## config.mk

```make
export PLATFORM = sky130hd
export DESIGN_NAME = noc_out_port
export DESIGN_NICKNAME = d
export VERILOG_FILES = /design/src/rtl/noc_out_pkg.sv /design/src/rtl/noc_rr_pick.sv /design/src/rtl/noc_sl_lane.sv /design/src/rtl/noc_out_port.sv
export SDC_FILE = /design/constraint.sdc
export NUM_CORES = 1
export LEC_CHECK = 0
export CORE_UTILIZATION = 46
export CTS_CLUSTER_DIAMETER = 200
export DETAILED_ROUTE_END_ITERATION = 8
export PLACE_DENSITY_LB_ADDON = 0.3
export REMOVE_ABC_BUFFERS = 1
export SLEW_MARGIN = 20
export SYNTH_ARGS = -nofsm -noshare
export SYNTH_HDL_FRONTEND = slang
export SYNTH_SLANG_ARGS = --single-unit
```

## constraint.sdc

```tcl
create_clock -name clk -period 6.08 [get_ports clk]
set_input_delay 0.912 -clock clk [delete_from_list [all_inputs] [get_ports clk]]
set_output_delay 0.912 -clock clk [all_outputs]
set_load 0.05 [all_outputs]
```

## src/rtl/noc_out_pkg.sv

```systemverilog
package noc_out_pkg;

  typedef enum logic [1:0] {
    FT_IDLE = 2'b00,
    FT_BODY = 2'b01,
    FT_EOP  = 2'b10,
    FT_FULL = 2'b11
  } flit_kind_e;

  // A packet closes on either of the two types whose upper bit is set.
  function automatic logic closes_packet(input logic [1:0] kind);
    return kind[1];
  endfunction

endpackage

```

## src/rtl/noc_rr_pick.sv

```systemverilog
module noc_rr_pick #(
  parameter int N  = 5,
  parameter int IW = (N > 1) ? $clog2(N) : 1
) (
  input  logic [N-1:0]  req,
  input  logic [IW-1:0] start,
  output logic          hit,
  output logic [IW-1:0] idx
);

  always_comb begin
    hit = 1'b0;
    idx = '0;
    for (int k = 0; k < N; k++) begin
      int j;
      j = int'(start) + k;
      if (j >= N) j = j - N;
      if (!hit && req[j]) begin
        hit = 1'b1;
        idx = IW'(j);
      end
    end
  end

endmodule

```

## src/rtl/noc_sl_lane.sv

```systemverilog
module noc_sl_lane
  import noc_out_pkg::*;
#(
  parameter int NIN = 5,
  parameter int FW  = 16,
  parameter int IW  = (NIN > 1) ? $clog2(NIN) : 1
) (
  input  logic            clk,
  input  logic            rst,
  input  logic [NIN-1:0]  req,
  input  logic [NIN*FW-1:0] flits,
  input  logic            space,
  input  logic            take,
  output logic            eligible,
  output logic [IW-1:0]   cand,
  output logic [FW-1:0]   cand_flit
);

  logic          locked;
  logic [IW-1:0] owner;
  logic [IW-1:0] ptr;
  logic          rr_hit;
  logic [IW-1:0] rr_idx;
  logic          last;

  noc_rr_pick #(.N(NIN), .IW(IW)) i_pick (
    .req   (req),
    .start (ptr),
    .hit   (rr_hit),
    .idx   (rr_idx)
  );

  always_comb begin
    cand      = locked ? owner : rr_idx;
    eligible  = space && (locked ? req[owner] : rr_hit);
    cand_flit = flits[cand*FW +: FW];
    last      = closes_packet(cand_flit[FW-1 -: 2]);
  end

  always_ff @(posedge clk) begin
    if (rst) begin
      locked <= 1'b0;
      owner  <= '0;
      ptr    <= '0;
    end else if (take) begin
      if (last) begin
        locked <= 1'b0;
        ptr    <= (int'(cand) == NIN - 1) ? '0 : cand + 1'b1;
      end else begin
        locked <= 1'b1;
        owner  <= cand;
      end
    end
  end

  a_r4_space: assert property (@(posedge clk) disable iff (rst)
    take |-> space);

  a_r3_hold: assert property (@(posedge clk) disable iff (rst)
    (take && !last) |=> (locked && owner == $past(cand)));

  a_r2_ptr_still: assert property (@(posedge clk) disable iff (rst)
    !(take && last) |=> $stable(ptr));

  a_r1_pick_req: assert property (@(posedge clk) disable iff (rst)
    take |-> req[cand]);

endmodule

```

## src/rtl/noc_out_port.sv

```systemverilog
module noc_out_port
  import noc_out_pkg::*;
#(
  parameter int NIN = 5,
  parameter int NSL = 2,
  parameter int FW  = 16,
  localparam int IW = (NIN > 1) ? $clog2(NIN) : 1,
  localparam int LW = (NSL > 1) ? $clog2(NSL) : 1
) (
  input  logic                    clk,
  input  logic                    rst,
  input  logic [NSL*NIN-1:0]      in_valid,
  input  logic [NSL*NIN*FW-1:0]   in_flit,
  input  logic [NSL-1:0]          nbs_ready,
  output logic [NSL*NIN-1:0]      rd_en,
  output logic                    out_vld,
  output logic [LW-1:0]           out_lvl,
  output logic [FW-1:0]           out_flit
);

  logic [NSL-1:0] elig;
  logic [NSL-1:0] take;
  logic [IW-1:0]  cand  [NSL];
  logic [FW-1:0]  cflit [NSL];
  logic           sel_hit;
  logic [LW-1:0]  sel;

  for (genvar s = 0; s < NSL; s++) begin : g_lane
    noc_sl_lane #(.NIN(NIN), .FW(FW), .IW(IW)) i_lane (
      .clk       (clk),
      .rst       (rst),
      .req       (in_valid[s*NIN +: NIN]),
      .flits     (in_flit[s*NIN*FW +: NIN*FW]),
      .space     (nbs_ready[s]),
      .take      (take[s]),
      .eligible  (elig[s]),
      .cand      (cand[s]),
      .cand_flit (cflit[s])
    );
  end

  // Fixed priority between lanes: lowest index wins.
  always_comb begin
    sel_hit = 1'b0;
    sel     = '0;
    for (int s = 0; s < NSL; s++) begin
      if (!sel_hit && elig[s]) begin
        sel_hit = 1'b1;
        sel     = LW'(s);
      end
    end
    for (int s = 0; s < NSL; s++) begin
      take[s] = sel_hit && (int'(sel) == s);
    end
    for (int s = 0; s < NSL; s++) begin
      for (int i = 0; i < NIN; i++) begin
        rd_en[s*NIN + i] = take[s] && (int'(cand[s]) == i);
      end
    end
  end

  always_ff @(posedge clk) begin
    if (rst) begin
      out_vld  <= 1'b0;
      out_lvl  <= '0;
      out_flit <= '0;
    end else if (sel_hit) begin
      out_vld  <= 1'b1;
      out_lvl  <= sel;
      out_flit <= cflit[sel];
    end else begin
      out_vld  <= 1'b0;
      out_lvl  <= '0;
      out_flit <= '0;
    end
  end

  a_r7_one_read: assert property (@(posedge clk) disable iff (rst)
    $onehot0(rd_en));

  a_r7_read_valid: assert property (@(posedge clk) disable iff (rst)
    (rd_en & ~in_valid) == '0);

  a_r8_out_after_read: assert property (@(posedge clk) disable iff (rst)
    out_vld |-> $past(|rd_en));

  a_r9_idle_zero: assert property (@(posedge clk) disable iff (rst)
    !out_vld |-> (out_flit == '0 && out_lvl == '0));

  for (genvar s = 1; s < NSL; s++) begin : g_prio
    a_r6_low_first: assert property (@(posedge clk) disable iff (rst)
      elig[0] |-> !(|rd_en[s*NIN +: NIN]));
  end

endmodule

```

* After elaboration in Yosys (flattened, before gate mapping)
Cells that the tools add are included.
** Operators by class
- Add/subtract/negate cells :: 20
- $lt $le $gt $ge :: 23
- Equal/unequal tests :: 8
- Shift-type cells :: 2
- Multiplexer cells :: 79
- Bitwise operators :: 5
- Reduce and logical (&&, ||, !) cells :: 39
** Operators with widths (count)
- < comparator 32 x 5 -> 1 bit (second input constant) :: 10
- 2-to-1 mux 32 bit :: 10
- variable part select 80 x 8 -> 16 bit :: 2
- 2-to-1 mux 16 bit :: 3
- 2-to-1 mux 3 bit :: 14
- 2-to-1 mux 1 bit :: 40
- subtractor 4 x 3 -> 5 bit (second input constant) :: 8
- binary-select mux 1 bit (select 3 bit) :: 12
- greater-or-equal comparator 4 x 3 -> 1 bit (second input constant) :: 8
- logical AND 1 bit :: 23
- == test 3 bit (second input constant) :: 6
- adder 3 x 2 -> 4 bit (second input constant) :: 4
- zero test 1 bit :: 9
- adder 3 x 1 -> 4 bit (second input constant) :: 2
- adder 3 x 3 -> 4 bit (second input constant) :: 2
- < comparator 3 x 4 -> 1 bit (second input constant) :: 2
- AND reduction 2 bit :: 4
- subtractor 3 x 3 -> 4 bit (second input constant) :: 2
- adder 3 x 1 -> 3 bit (second input constant) :: 2
- == test 3 x 2 -> 1 bit (second input constant) :: 2
- greater-or-equal comparator 3 bit (second input constant) :: 2
- zero test 3 bit :: 2
- inverter 1 bit :: 4
- greater-or-equal comparator 2 bit (second input constant) :: 1
- other kinds (2) :: 2
** Word-level totals
- Register bits after elaboration :: 32
- Input bits :: 174
- Output and inout port bits :: 28
- Word-level logic and storage cells :: 185

* Longest topological paths before layout
Gate-level depths: netlist of run 1.
- Depth after elaboration :: 28
- Depth in mapped cells :: 22
- Mapped depth without buffers :: 18

* Hierarchy
Synthesis of run 1 repeated with hierarchy kept, for this count alone.
** Unflattened totals
- Cells, all modules :: 603
- Area, all modules :: 5365.1 µm²
** Modules (own cells, without submodules)
- noc_sl_lane :: times used 2, cells each 116, area each 1178.6 µm², seq. area each 140.1 µm²
- noc_rr_pick :: times used 2, cells each 139, area each 1102.3 µm², seq. area each 0.0 µm²
- noc_out_port :: times used 1, cells each 93, area each 803.3 µm², seq. area each 360.3 µm²

* Worst setup path before layout of run 1
No wires, ideal clock.
- Path kind :: register to output
- Start :: register g_lane[0].i_lane.ptr[0]
- End :: output rd_en[0]
- Arrival time :: 4435 ps
- Data required time :: 5168 ps
- Path slack :: 733 ps
- Cell stages (with the launch flop) :: 16
- Path buffers :: 5
- Cell sequence :: dfxtp_1 buf_2 buf_2 clkinv_1 ha_1 buf_2 mux2_2 or4b_2 o211ai_1 mux2i_1 a221o_1 a221oi_1 buf_2 buf_1 ha_1 and3_1
** Between the ends
- Cells in the longest elaborated chain, start to end :: 27
- Elaborated cells on any way between the ends :: 64
- Those cells by class :: add/sub (9); order compare (5); mux (35); bitwise (1); reduce/logical (14)
** Ends and longest elaborated chain
- start, declared :: RTL line noc_sl_lane.sv:21 : logic [IW-1:0] ptr;
- start signal, assigned :: RTL line noc_sl_lane.sv:48 : ptr <= (int'(cand) == NIN - 1) ? '0 : cand + 1'b1;
- branches (longest 26 deep; another with subtractor 4 x 3 -> 5 bit)
- logical AND 1 bit * :: RTL line noc_out_port.sv:57 : rd_en[s*NIN + i] = take[s] && (int'(cand[s]) == i);
- end, declared :: RTL line noc_out_port.sv:15 : output logic [NSL*NIN-1:0] rd_en,
Mark *: on every way between the ends. The select of a mux whose other input is x is not followed.

==> flow_summary.rst, run 1 <==
.. list-table::
   :header-rows: 1

   * - Metric
     - Value
   * - Most area-consuming cells after synthesis
     - sky130_fd_sc_hd__mux2i_1 16%, sky130_fd_sc_hd__dfxtp_1 12%, sky130_fd_sc_hd__ha_1 7.9%, sky130_fd_sc_hd__a221oi_1 5.5%, sky130_fd_sc_hd__nor2_1 2.9%
   * - Syn_area_per_cell
     - 7.620 um^2
   * - Clock buffers created by TritonCTS
     - 5
   * - Lkg Pwr
     - 0.003055 uW
   * - Unrepaired setup endpoints after global routing
     - false
   * - Arrival time of the worst setup path
     - 4.78 ns
   * - Final worst hold slack
     - 0.5373 ns
   * - Clk slew on worst S/H paths
     - 0.05 ns
   * - Critical path launch point type
     - flip-flop
   * - Count of routing violations after the opening detailed-route iteration
     - 449
   * - Floorplan row count
     - 38
   * - Top Ports
     - 202
   * - Initial Util
     - 0.4780
   * - Proportion of register bits with asynchronous set or reset after synthesis
     - 0
   * - Endpoint kind of the worst setup timing path
     - output port
   * - Setup clock skew after layout
     - 0.003672 ns
   * - Final routed wirelength across all metal layers
     - 19,410 um
   * - Result of the run
     - complete, no violations
   * - Upper clock frequency limit
     - 0.1755 GHz
   * - Summed negative setup slack over all endpoints
     - 0 ns
   * - Worst-case setup slack after placement
     - 0.6041 ns
   * - Post-route worst setup slack
     - 0.3833 ns
   * - Insertion delay of the later-clocked pin in the worst-skew pair
     - 0.28 ns
   * - Period utilisation layout
     - 0.9370
   * - Number of H-tree levels
     - 2
   * - Count of state elements after synthesis
     - 32
   * - Power density of the placed cells
     - 575.8 mW/mm^2
   * - Post-detailed-route count of antenna-violating nets
     - 0
   * - Estimated wirelength of the detail-placed design
     - 15,180 um
   * - Endpoint required time on the critical path
     - 5.17 ns
   * - Layout net count
     - 1,064
   * - Router iterations before antenna repair
     - 5
   * - DRC Markers
     - 0
   * - Ratio of cells with drive above 1 in the final layout
     - 0.07692
   * - Antenna violations before repair
     - 0
   * - Post-detailed-placement cell area
     - 0.007400 mm^2
   * - Input/output buffers
     - 201
   * - Non-filler instance count after layout
     - 998
   * - Commonest non-fill, non-tap cells in the layout
     - 191 x sky130_fd_sc_hd__clkdlybuf4s50_1, 82 x sky130_fd_sc_hd__mux2i_1, 41 x sky130_fd_sc_hd__nor2_1
   * - Area share of the largest cell type after synthesis
     - 0.1570
   * - Root buf cell
     - sky130_fd_sc_hd__clkbuf_16
   * - CTS sink count
     - 32
   * - Biggest fanout along the worst timing path
     - 12
   * - Primary flip-flop cell chosen by synthesis mapping
     - sky130_fd_sc_hd__dfxtp_1
   * - Combined area of all synthesized cells
     - 0.005228 mm^2
   * - Vias per std cell
     - 6.169
   * - Final critical-path required period
     - 5.697 ns
   * - Classification of the worst-slack hold path
     - flip-flop to flip-flop
   * - Headroom to the max-slew limit
     - 0.5087
   * - Transition time at the pin with the least slew margin
     - 0.7346 ns
   * - Area of all placed cells without fillers
     - 0.007576 mm^2
   * - Number of distinct library cells after synthesis
     - 76
   * - Average wire per standard cell
     - 19.45 um
   * - Overall overflow remaining after global route
     - 0
   * - Routability congestion estimate from global placement
     - 0.9338
   * - Proportion of synthesized chip area in sequential cells
     - 0.1225
   * - Max cap viols
     - 0
   * - Cell type contributing the most total cell area after synthesis
     - sky130_fd_sc_hd__mux2i_1
   * - Number of inserted diodes
     - 0
   * - Worst vdd rail ir drop
     - 0.6013 mV
   * - Global-route usage over all layers
     - 0.3194
   * - Number of endpoints failing setup at the final stage
     - 0
   * - Area overhead of the layout relative to synthesis
     - 44.93%
   * - Category of the most critical setup path
     - flip-flop to output port
   * - Via count of the first global-routing pass
     - 5,954
   * - Die X-Extent
     - 108.6 um
   * - Most common cell after layout, fill and taps aside
     - sky130_fd_sc_hd__clkdlybuf4s50_1
   * - Final Slew Violations
     - 0
   * - Core ar.
     - 0.01094 mm^2
   * - Wire length of the first global-routing pass
     - 29,590 um
   * - EDFF count, synth
     - 0
   * - Yosys warnings
     - 0
   * - Number of buffers on the longest clock path
     - 2
   * - Vias
     - 6,157
   * - Placed insts
     - 990
   * - Floorplan die area
     - 0.01179 mm^2
   * - Die Y-Extent
     - 108.6 um
   * - Post-synthesis instance total
     - 686
   * - Pin count of the biggest net entering global routing
     - 36
   * - Clock tree from TritonCTS
     - done
   * - Final hold violations
     - 0
## critical path, cell delays in order (launching register included)
cell and delay (ns):
sky130_fd_sc_hd__dfxtp_1 0.58, sky130_fd_sc_hd__inv_1 0.24, sky130_fd_sc_hd__ha_1 0.54, sky130_fd_sc_hd__mux2_2 0.37
sky130_fd_sc_hd__or4b_2 0.60, sky130_fd_sc_hd__o211ai_1 0.25, sky130_fd_sc_hd__mux2i_1 0.15, sky130_fd_sc_hd__a221o_1 0.38
sky130_fd_sc_hd__a221oi_4 0.44, sky130_fd_sc_hd__inv_1 0.21, sky130_fd_sc_hd__ha_1 0.23, sky130_fd_sc_hd__ha_1 0.18
sky130_fd_sc_hd__and2_1 0.13, sky130_fd_sc_hd__buf_4 0.18
## metrics by stage
step / power [uW] / util
6_report: 4362 / 0.6928
5_1_grt: 4677 / 0.6928
4_1_cts: 4297 / 0.6916
3_5_place_dp: 3986 / 0.6767
3_3_place_gp: 3909 / 0.6767
2_1_floorplan: 2955 / -
## registers in the layout, indices dropped and copies added, names as in the netlist
signal	cells
g_lane.i_lane.locked	2
g_lane.i_lane.owner	6
g_lane.i_lane.ptr	6
out_flit	16
out_lvl	1
out_vld	1
## repair_timing
item                       in CTS  in global routing
buffers inserted                0                  0
setup endpoints to repair       0                  1
gates resized for setup         0                  1
hold buffers                    0                  0
## routing by layer
| metal | GRT usage | wire (um) | vias up |
|---|---|---|---|
| met2 | 0.5384 | 9482 | 278 |
| met1 | 0.3958 | 7882 | 2894 |
| li1 | - | - | 2942 |
| met4 | 0.09266 | 493 | 0 |
| met5 | 0 | 0 | - |
| met3 | 0.08559 | 1550 | 43 |
## synth_stat cells, types with 4 or more instances
library cell	number
sky130_fd_sc_hd__a211o_1	4
sky130_fd_sc_hd__a211oi_1	9
sky130_fd_sc_hd__a21o_1	9
sky130_fd_sc_hd__a21oi_1	29
sky130_fd_sc_hd__a221oi_1	33
sky130_fd_sc_hd__a31o_2	4
sky130_fd_sc_hd__a31oi_1	8
sky130_fd_sc_hd__and2_1	7
sky130_fd_sc_hd__and3_1	12
sky130_fd_sc_hd__buf_1	5
sky130_fd_sc_hd__buf_2	17
sky130_fd_sc_hd__clkbuf_1	28
sky130_fd_sc_hd__dfxtp_1	32
sky130_fd_sc_hd__ha_1	33
sky130_fd_sc_hd__inv_1	33
sky130_fd_sc_hd__mux2_2	5
sky130_fd_sc_hd__mux2i_1	82
sky130_fd_sc_hd__mux4_2	5
sky130_fd_sc_hd__nand2_1	39
sky130_fd_sc_hd__nand2b_1	23
sky130_fd_sc_hd__nand3_1	27
sky130_fd_sc_hd__nand3b_1	4
sky130_fd_sc_hd__nand4_1	5
sky130_fd_sc_hd__nor2_1	41
sky130_fd_sc_hd__nor2b_1	18
sky130_fd_sc_hd__nor3_1	27
sky130_fd_sc_hd__nor4_1	4
sky130_fd_sc_hd__o211ai_1	4
sky130_fd_sc_hd__o21a_1	6
sky130_fd_sc_hd__o21ai_0	28
sky130_fd_sc_hd__o221ai_1	16
sky130_fd_sc_hd__o22ai_1	4
sky130_fd_sc_hd__or3_1	4
sky130_fd_sc_hd__xnor2_1	7
sky130_fd_sc_hd__xor2_1	4
## worst paths after layout
kind / from / endpoint / slack, ns / cells after the start
hold / removal: g_lane[0].i_lane.owner[2] / g_lane[0].i_lane.owner[2] / 0.54 / 2
setup / recovery: g_lane[0].i_lane.ptr[1] / rd_en[3] / 0.38 / 13
hold reg to reg: g_lane[0].i_lane.owner[2] / g_lane[0].i_lane.owner[2] / 0.54 / 2
setup reg to reg: g_lane[0].i_lane.ptr[1] / g_lane[0].i_lane.ptr[2] / 0.84 / 16
## cell families after synthesis
family / synth area share
compound gates: 0.2791
fa+ha+maj: 0.07899
buf+inv: 0.07300
xor+xnor: 0.01843
mux: 0.1922
simple gates: 0.2358
flops: 0.1225
## area by class of cell
cell class	instances	area, um^2
clock buffers	6	128.9
clock inverters	2	35.03
multi-input cells	564	4247
well taps	140	175.2
inverters	36	135.1
flip-flops and latches	32	640.6
fillers	903	3359
repair buffers	218	2215
## where the power goes
part	internal (uW)	switching, uW
Sequential	277	73.0
Clock	193	95.9
Combinational	1560	2160
Total	2030	2330
Power figures use the tool's default switching activity.
==> run 2, diff against run 1 <==
SETUP_SLACK_MARGIN = 0.15   (was unset)
==> run 2 against run 1 <==
Combinational power hardly changed. Wire length grew 0.25%. Register-to-register slack gained 0.11 ns. Via count is essentially flat. Power rose by 0.40%. Design area up 0.17%. First-iteration DRC count increased by 4.9%. Sequential share of layout area about the same. Non-clock buffer count did not move. Critical endpoint unchanged. Largest cell class unchanged.
==> flow_summary.rst, run 2 (synthesis gave the netlist of run 1 again) <==
.. list-table::
   :header-rows: 1

   * - Metric
     - Value
   * - Result of the run
     - complete, no violations
   * - Final Slew Violations
     - 0
   * - Worst vdd rail ir drop
     - 0.6034 mV
   * - Count of routing violations after the opening detailed-route iteration
     - 471
   * - Floorplan row count
     - 38
   * - Final routed wirelength across all metal layers
     - 19,460 um
   * - Core ar.
     - 0.01094 mm^2
   * - Pin count of the biggest net entering global routing
     - 36
   * - Average wire per standard cell
     - 19.50 um
   * - Router iterations before antenna repair
     - 5
   * - Endpoint kind of the worst setup timing path
     - output port
   * - Vias per std cell
     - 6.166
   * - Fill count
     - 903
   * - Arrival time of the worst setup path
     - 4.66 ns
   * - Worst reg2reg path startpoint
     - g_lane[0].i_lane.ptr[0]
   * - DRC Markers
     - 0
   * - Clock tree from TritonCTS
     - done
   * - Critical path launch point type
     - flip-flop
   * - Initial Util
     - 0.4780
   * - Routability congestion estimate from global placement
     - 0.9338
   * - Root buf cell
     - sky130_fd_sc_hd__clkbuf_16
   * - Final critical-path required period
     - 5.570 ns
   * - Largest register by flop count
     - out_flit
   * - Overall power after layout
     - 4380 uW
   * - Post-cts resize count
     - 0
   * - Hold Crit Depth
     - 2
   * - End point of the most critical hold path
     - g_lane[0].i_lane.owner[2]
   * - Lkg Pwr
     - 0.003061 uW
   * - Category of the most critical setup path
     - flip-flop to output port
   * - Placed insts
     - 990
   * - Number of inserted diodes
     - 0
   * - Max cap viols
     - 0
   * - Number of H-tree levels
     - 2
   * - Clk slew on worst S/H paths
     - 0.06 ns
   * - Slack of the worst reg-to-reg path
     - 0.95 ns
   * - Ratio of cells with drive above 1 in the final layout
     - 0.08042
   * - Number of buffers on the longest clock path
     - 2
   * - Estimated wirelength of the detail-placed design
     - 15,180 um
   * - Post-detailed-route count of antenna-violating nets
     - 0
   * - Final hold violations
     - 0
   * - Global-route usage over all layers
     - 0.3194
   * - Wire length of the first global-routing pass
     - 29,590 um
   * - Buffers inserted by post-CTS timing repair
     - 0
   * - Setup clock skew after layout
     - 0.006012 ns
   * - Vias
     - 6,154
   * - Classification of the worst-slack hold path
     - flip-flop to flip-flop
   * - Biggest fanout along the worst timing path
     - 10
   * - Input/output buffers
     - 201
   * - Number of hold buffers added after CTS
     - 0
   * - Largest register FFs
     - 16
   * - Transition time at the pin with the least slew margin
     - 0.7458 ns
   * - Most common cell after layout, fill and taps aside
     - sky130_fd_sc_hd__clkdlybuf4s50_1
   * - Critical register-to-register path endpoint
     - g_lane[0].i_lane.ptr[2]
   * - Overall overflow remaining after global route
     - 0
   * - Commonest non-fill, non-tap cells in the layout
     - 191 x sky130_fd_sc_hd__clkdlybuf4s50_1, 82 x sky130_fd_sc_hd__mux2i_1, 41 x sky130_fd_sc_hd__nor2_1
   * - Via count of the first global-routing pass
     - 5,954
   * - Unrepaired setup endpoints after global routing
     - false
   * - Biggest regs
     - out_flit: 16 flops, g_lane.i_lane.owner: 6 flops, g_lane.i_lane.ptr: 6 flops
   * - CTS sink count
     - 32
   * - Clock buffers created by TritonCTS
     - 5
   * - Antenna violations before repair
     - 0
   * - Upper clock frequency limit
     - 0.1795 GHz
   * - Layout net count
     - 1,064
   * - Endpoint required time on the critical path
     - 5.17 ns
   * - Top Ports
     - 202
   * - Insertion delay of the later-clocked pin in the worst-skew pair
     - 0.28 ns
   * - Die Y-Extent
     - 108.6 um
   * - Headroom to the max-slew limit
     - 0.5012
   * - Die X-Extent
     - 108.6 um
   * - Min-Delay Startpoint
     - g_lane[0].i_lane.owner[2]
   * - Non-filler instance count after layout
     - 998
   * - Number of endpoints failing setup at the final stage
     - 0
   * - Power density of the placed cells
     - 577.1 mW/mm^2
   * - Length in cells of the worst reg-to-reg path
     - 16
   * - Floorplan die area
     - 0.01179 mm^2
   * - Period utilisation layout
     - 0.9161
   * - Area overhead of the layout relative to synthesis
     - 45.17%
## run 2: cell counts in the layout (fill, tap and decap cells not counted)
No cell type changed its count.
## run 2: cell type report
type,count,area (um^2),share of cell area
clock buffers,6,128.9,0.01698
multi-input cells,564,4255,0.5608
inverters,36,135.1,0.01781
clock inverters,2,35.03,0.004617
repair buffers,218,2215,0.2918
well taps,140,175.2,0.02308
flip-flops and latches,32,644.4,0.08491
## run 2: how the worst max path moves through the flow
stage	startpoint	endpoint	slack, ns	cells after the start
global route	g_lane[0].i_lane.ptr[0]	rd_en[3]	0.19	16
floorplan	g_lane[0].i_lane.ptr[0]	rd_en[3]	-1.85	12
global placement	in_valid[2]	rd_en[3]	0.73	12
finish	g_lane[0].i_lane.ptr[0]	rd_en[3]	0.51	13
detailed placement	in_valid[2]	rd_en[3]	0.60	12
CTS	g_lane[0].i_lane.ptr[1]	rd_en[3]	0.30	16
## run 2: metrics by stage
| step | util | setup WS (ns) | hold slack [ns] | cell area (um^2) | setup TNS (ns) |
|---|---|---|---|---|---|
| floorplan | - | -1.846 | 0.4667 | 4981 | -52.26 |
| global placement | 0.6767 | 0.7323 | 0.4999 | 7400 | 0 |
| detailed placement | 0.6767 | 0.6041 | 0.5211 | 7400 | 0 |
| CTS | 0.6916 | 0.2985 | 0.5298 | 7564 | 0 |
| global route | 0.6939 | 0.1877 | 0.5629 | 7589 | 0 |
| finish | 0.6939 | 0.5101 | 0.5401 | 7589 | 0 |
## run 2: routing by layer
metal	up-vias	wire, um	GRT usage
li1	2947	-	-
met1	2882	7724	0.3958
met2	282	9542	0.5384
met3	43	1699	0.08559
met4	0	491	0.09266
met5	-	0	0
## run 2: power breakdown
part / switching, uW / total, uW / leakage, uW / internal (uW)
Sequential: 72.6 / 351 / 0.000264 / 278
Combinational: 2170 / 3740 / 0.00272 / 1570
Clock: 97.9 / 291 / 0.0000808 / 193
Total: 2340 / 4380 / 0.00306 / 2040
## run 2: critical path, cell delays in order (launching register included)
cell	delay, ns
sky130_fd_sc_hd__dfxtp_1	0.33
sky130_fd_sc_hd__clkinv_1	0.28
sky130_fd_sc_hd__ha_1	0.61
sky130_fd_sc_hd__mux2_2	0.37
sky130_fd_sc_hd__or4b_2	0.60
sky130_fd_sc_hd__o211ai_1	0.26
sky130_fd_sc_hd__mux2i_1	0.15
sky130_fd_sc_hd__a221o_1	0.38
sky130_fd_sc_hd__a221oi_4	0.44
sky130_fd_sc_hd__inv_1	0.22
sky130_fd_sc_hd__ha_1	0.24
sky130_fd_sc_hd__ha_1	0.18
sky130_fd_sc_hd__and2_1	0.13
sky130_fd_sc_hd__buf_4	0.18
==> run 3, diff against run 2 <==
CORE_MARGIN = 2   (was unset)
==> run 3 against run 2 <==
Combinational power about the same. Global-route usage decreased by 2.1 points. Setup slack got worse by 0.044 ns. Die area increased by 3.7%. Maximum frequency decreased by 0.79%. Register-to-register slack improved by 0.03 ns. Largest cell class unchanged.
==> flow_summary.rst, run 3 (synthesis gave the netlist of run 1 again) <==
.. list-table::
   :header-rows: 1

   * - Metric
     - Value
   * - Root buf cell
     - sky130_fd_sc_hd__clkbuf_16
   * - Pin count of the biggest net entering global routing
     - 39
   * - Post-detailed-route count of antenna-violating nets
     - 0
   * - Clk slew on worst S/H paths
     - 0.05 ns
   * - Net Sw Frac
     - 0.5429
   * - Count of routing violations after the opening detailed-route iteration
     - 475
   * - Router iterations before antenna repair
     - 5
   * - Biggest fanout along the worst timing path
     - 14
   * - Antenna violations before repair
     - 0
   * - Post-route worst setup slack
     - 0.4657 ns
   * - Floorplan row count
     - 38
   * - Layout net count
     - 1,061
   * - Endpoint kind of the worst setup timing path
     - output port
   * - Number of inserted diodes
     - 0
   * - Critical path launch point type
     - flip-flop
   * - Final hold violations
     - 0
   * - Routability congestion estimate from global placement
     - 0.9798
   * - Die Y-Extent
     - 110.6 um
   * - Worst vdd rail ir drop
     - 0.4960 mV
   * - Commonest non-fill, non-tap cells in the layout
     - 191 x sky130_fd_sc_hd__clkdlybuf4s50_1, 82 x sky130_fd_sc_hd__mux2i_1, 41 x sky130_fd_sc_hd__nor2_1
   * - Number of endpoints failing setup at the final stage
     - 0
   * - Core ar.
     - 0.01098 mm^2
   * - Largest register by flop count
     - out_flit
   * - Area overhead of the layout relative to synthesis
     - 43.87%
   * - Overall overflow remaining after global route
     - 0
   * - Final Slew Violations
     - 0
   * - Unrepaired setup endpoints after global routing
     - false
   * - DRC Markers
     - 0
   * - Largest register FFs
     - 16
   * - Final critical-path required period
     - 5.614 ns
   * - Wire length of the first global-routing pass
     - 30,350 um
   * - Internal Dissipation
     - 1967 uW
   * - CTS sink count
     - 32
   * - Biggest regs
     - out_flit: 16 flops, g_lane.i_lane.owner: 6 flops, g_lane.i_lane.ptr: 6 flops
   * - Overall power after layout
     - 4304 uW
   * - Summed negative setup slack over all endpoints
     - 0 ns
   * - Global-route usage over all layers
     - 0.2985
   * - Vias per std cell
     - 6.125
   * - Lkg Pwr
     - 0.003028 uW
   * - Max cap viols
     - 0
   * - Clock buffers created by TritonCTS
     - 5
   * - Ratio of cells with drive above 1 in the final layout
     - 0.07377
   * - Estimated wirelength of the detail-placed design
     - 15,640 um
   * - Number of hold buffers added after CTS
     - 0
   * - Endpoint required time on the critical path
     - 5.17 ns
   * - Part of the total power dissipated in sequential elements
     - 0.083
   * - Arrival time of the worst setup path
     - 4.70 ns
   * - Clock tree from TritonCTS
     - done
   * - Result of the run
     - complete, no violations
   * - Input/output buffers
     - 201
   * - Period utilisation layout
     - 0.9234
   * - Final cell utilization of the core
     - 0.6848
   * - Worst-case setup slack after placement
     - 0.8069 ns
   * - Top Ports
     - 202
   * - Most common cell after layout, fill and taps aside
     - sky130_fd_sc_hd__clkdlybuf4s50_1
   * - Insertion delay of the later-clocked pin in the worst-skew pair
     - 0.27 ns
   * - Transition time at the pin with the least slew margin
     - 0.9703 ns
   * - Setup clock skew after layout
     - 0.006881 ns
   * - Number of buffers on the longest clock path
     - 2
   * - Buffers inserted by post-CTS timing repair
     - 0
   * - Upper clock frequency limit
     - 0.1781 GHz
   * - Switching component of the power
     - 2336 uW
   * - Die X-Extent
     - 110.6 um
   * - Headroom to the max-slew limit
     - 0.3496
   * - Final worst hold slack
     - 0.5127 ns
   * - Category of the most critical setup path
     - flip-flop to output port
   * - Clock power frac
     - 0.055
   * - Average wire per standard cell
     - 19.56 um
   * - Vias
     - 6,088
   * - Final routed wirelength across all metal layers
     - 19,440 um
   * - Classification of the worst-slack hold path
     - flip-flop to flip-flop
   * - Proportion of power drawn by combinational gates
     - 0.862
   * - Floorplan die area
     - 0.01223 mm^2
   * - Number of H-tree levels
     - 2
   * - Power density of the placed cells
     - 572.2 mW/mm^2
   * - Initial Util
     - 0.4760
   * - Via count of the first global-routing pass
     - 5,933
## run 3: cell count changes in the layout (fill, tap and decap cells not counted), sizes merged
cell      before  now
clkbuf         6    5
clkinvlp       0    1
bufinv         1    0
buf           27   24
## run 3: layout make-up
cell class | count | area, um^2
Inverter | 36 | 135.1
Timing Repair Buffer | 215 | 2192
Clock inverter | 2 | 12.51
Multi-Input combinational cell | 564 | 4240
Sequential cell | 32 | 640.6
Fill cell | 898 | 3462
Tap cell | 140 | 175.2
Clock buffer | 5 | 125.1
## run 3: stage by stage
step	std cells	area [um^2]
CTS	994	7515
finish	994	7521
global placement	987	7377
floorplan	632	4981
detailed placement	987	7377
global route	994	7521
## run 3: layer usage
layer / vias to the layer above / track usage / wire length (um)
met1: 2849 / 0.3897 / 8414
met4: 0 / 0.06833 / 368
met3: 30 / 0.06147 / 1327
met5: - / 0 / 0
li1: 2940 / - / -
met2: 269 / 0.5059 / 9333
## run 3: repair_timing
item / CTS / global route
endpoints found under the setup margin: 0 / 1
hold endpoints to repair: 0 / 0
resized for setup: 0 / 1
## run 3: power by group through the flow
stage	Clock (uW)	Combinational [uW]	Sequential [uW]
after floorplan	0	2490	467
after global placement	0	3560	355
after detailed placement	0	3640	356
after CTS	239	3660	354
after global routing	250	3990	365
final	236	3710	357
## run 3: path summary, 6_finish.rpt
kind / startpoint / endpoint / slack [ns] / cells past startpoint
setup / recovery: g_lane[1].i_lane.ptr[1] / rd_en[8] / 0.47 / 15
setup reg to reg: g_lane[0].i_lane.ptr[2] / out_flit[0] / 0.98 / 15
hold / removal: g_lane[0].i_lane.owner[2] / g_lane[0].i_lane.owner[2] / 0.51 / 2
hold reg to reg: g_lane[0].i_lane.owner[2] / g_lane[0].i_lane.owner[2] / 0.51 / 2
## run 3: critical path, cell delays in order, from the launching register on
cell and delay (ns):
sky130_fd_sc_hd__dfxtp_1 0.59, sky130_fd_sc_hd__inv_1 0.23, sky130_fd_sc_hd__ha_1 0.33, sky130_fd_sc_hd__or3b_2 0.46, sky130_fd_sc_hd__a2bb2oi_1 0.29, sky130_fd_sc_hd__nand3_1 0.15, sky130_fd_sc_hd__a21boi_0 0.43, sky130_fd_sc_hd__nor3_1 0.14
sky130_fd_sc_hd__o41ai_1 0.39, sky130_fd_sc_hd__a21o_1 0.21, sky130_fd_sc_hd__a31o_2 0.26, sky130_fd_sc_hd__buf_4 0.29, sky130_fd_sc_hd__ha_1 0.20, sky130_fd_sc_hd__ha_1 0.14, sky130_fd_sc_hd__and2_1 0.17, sky130_fd_sc_hd__buf_12 0.15
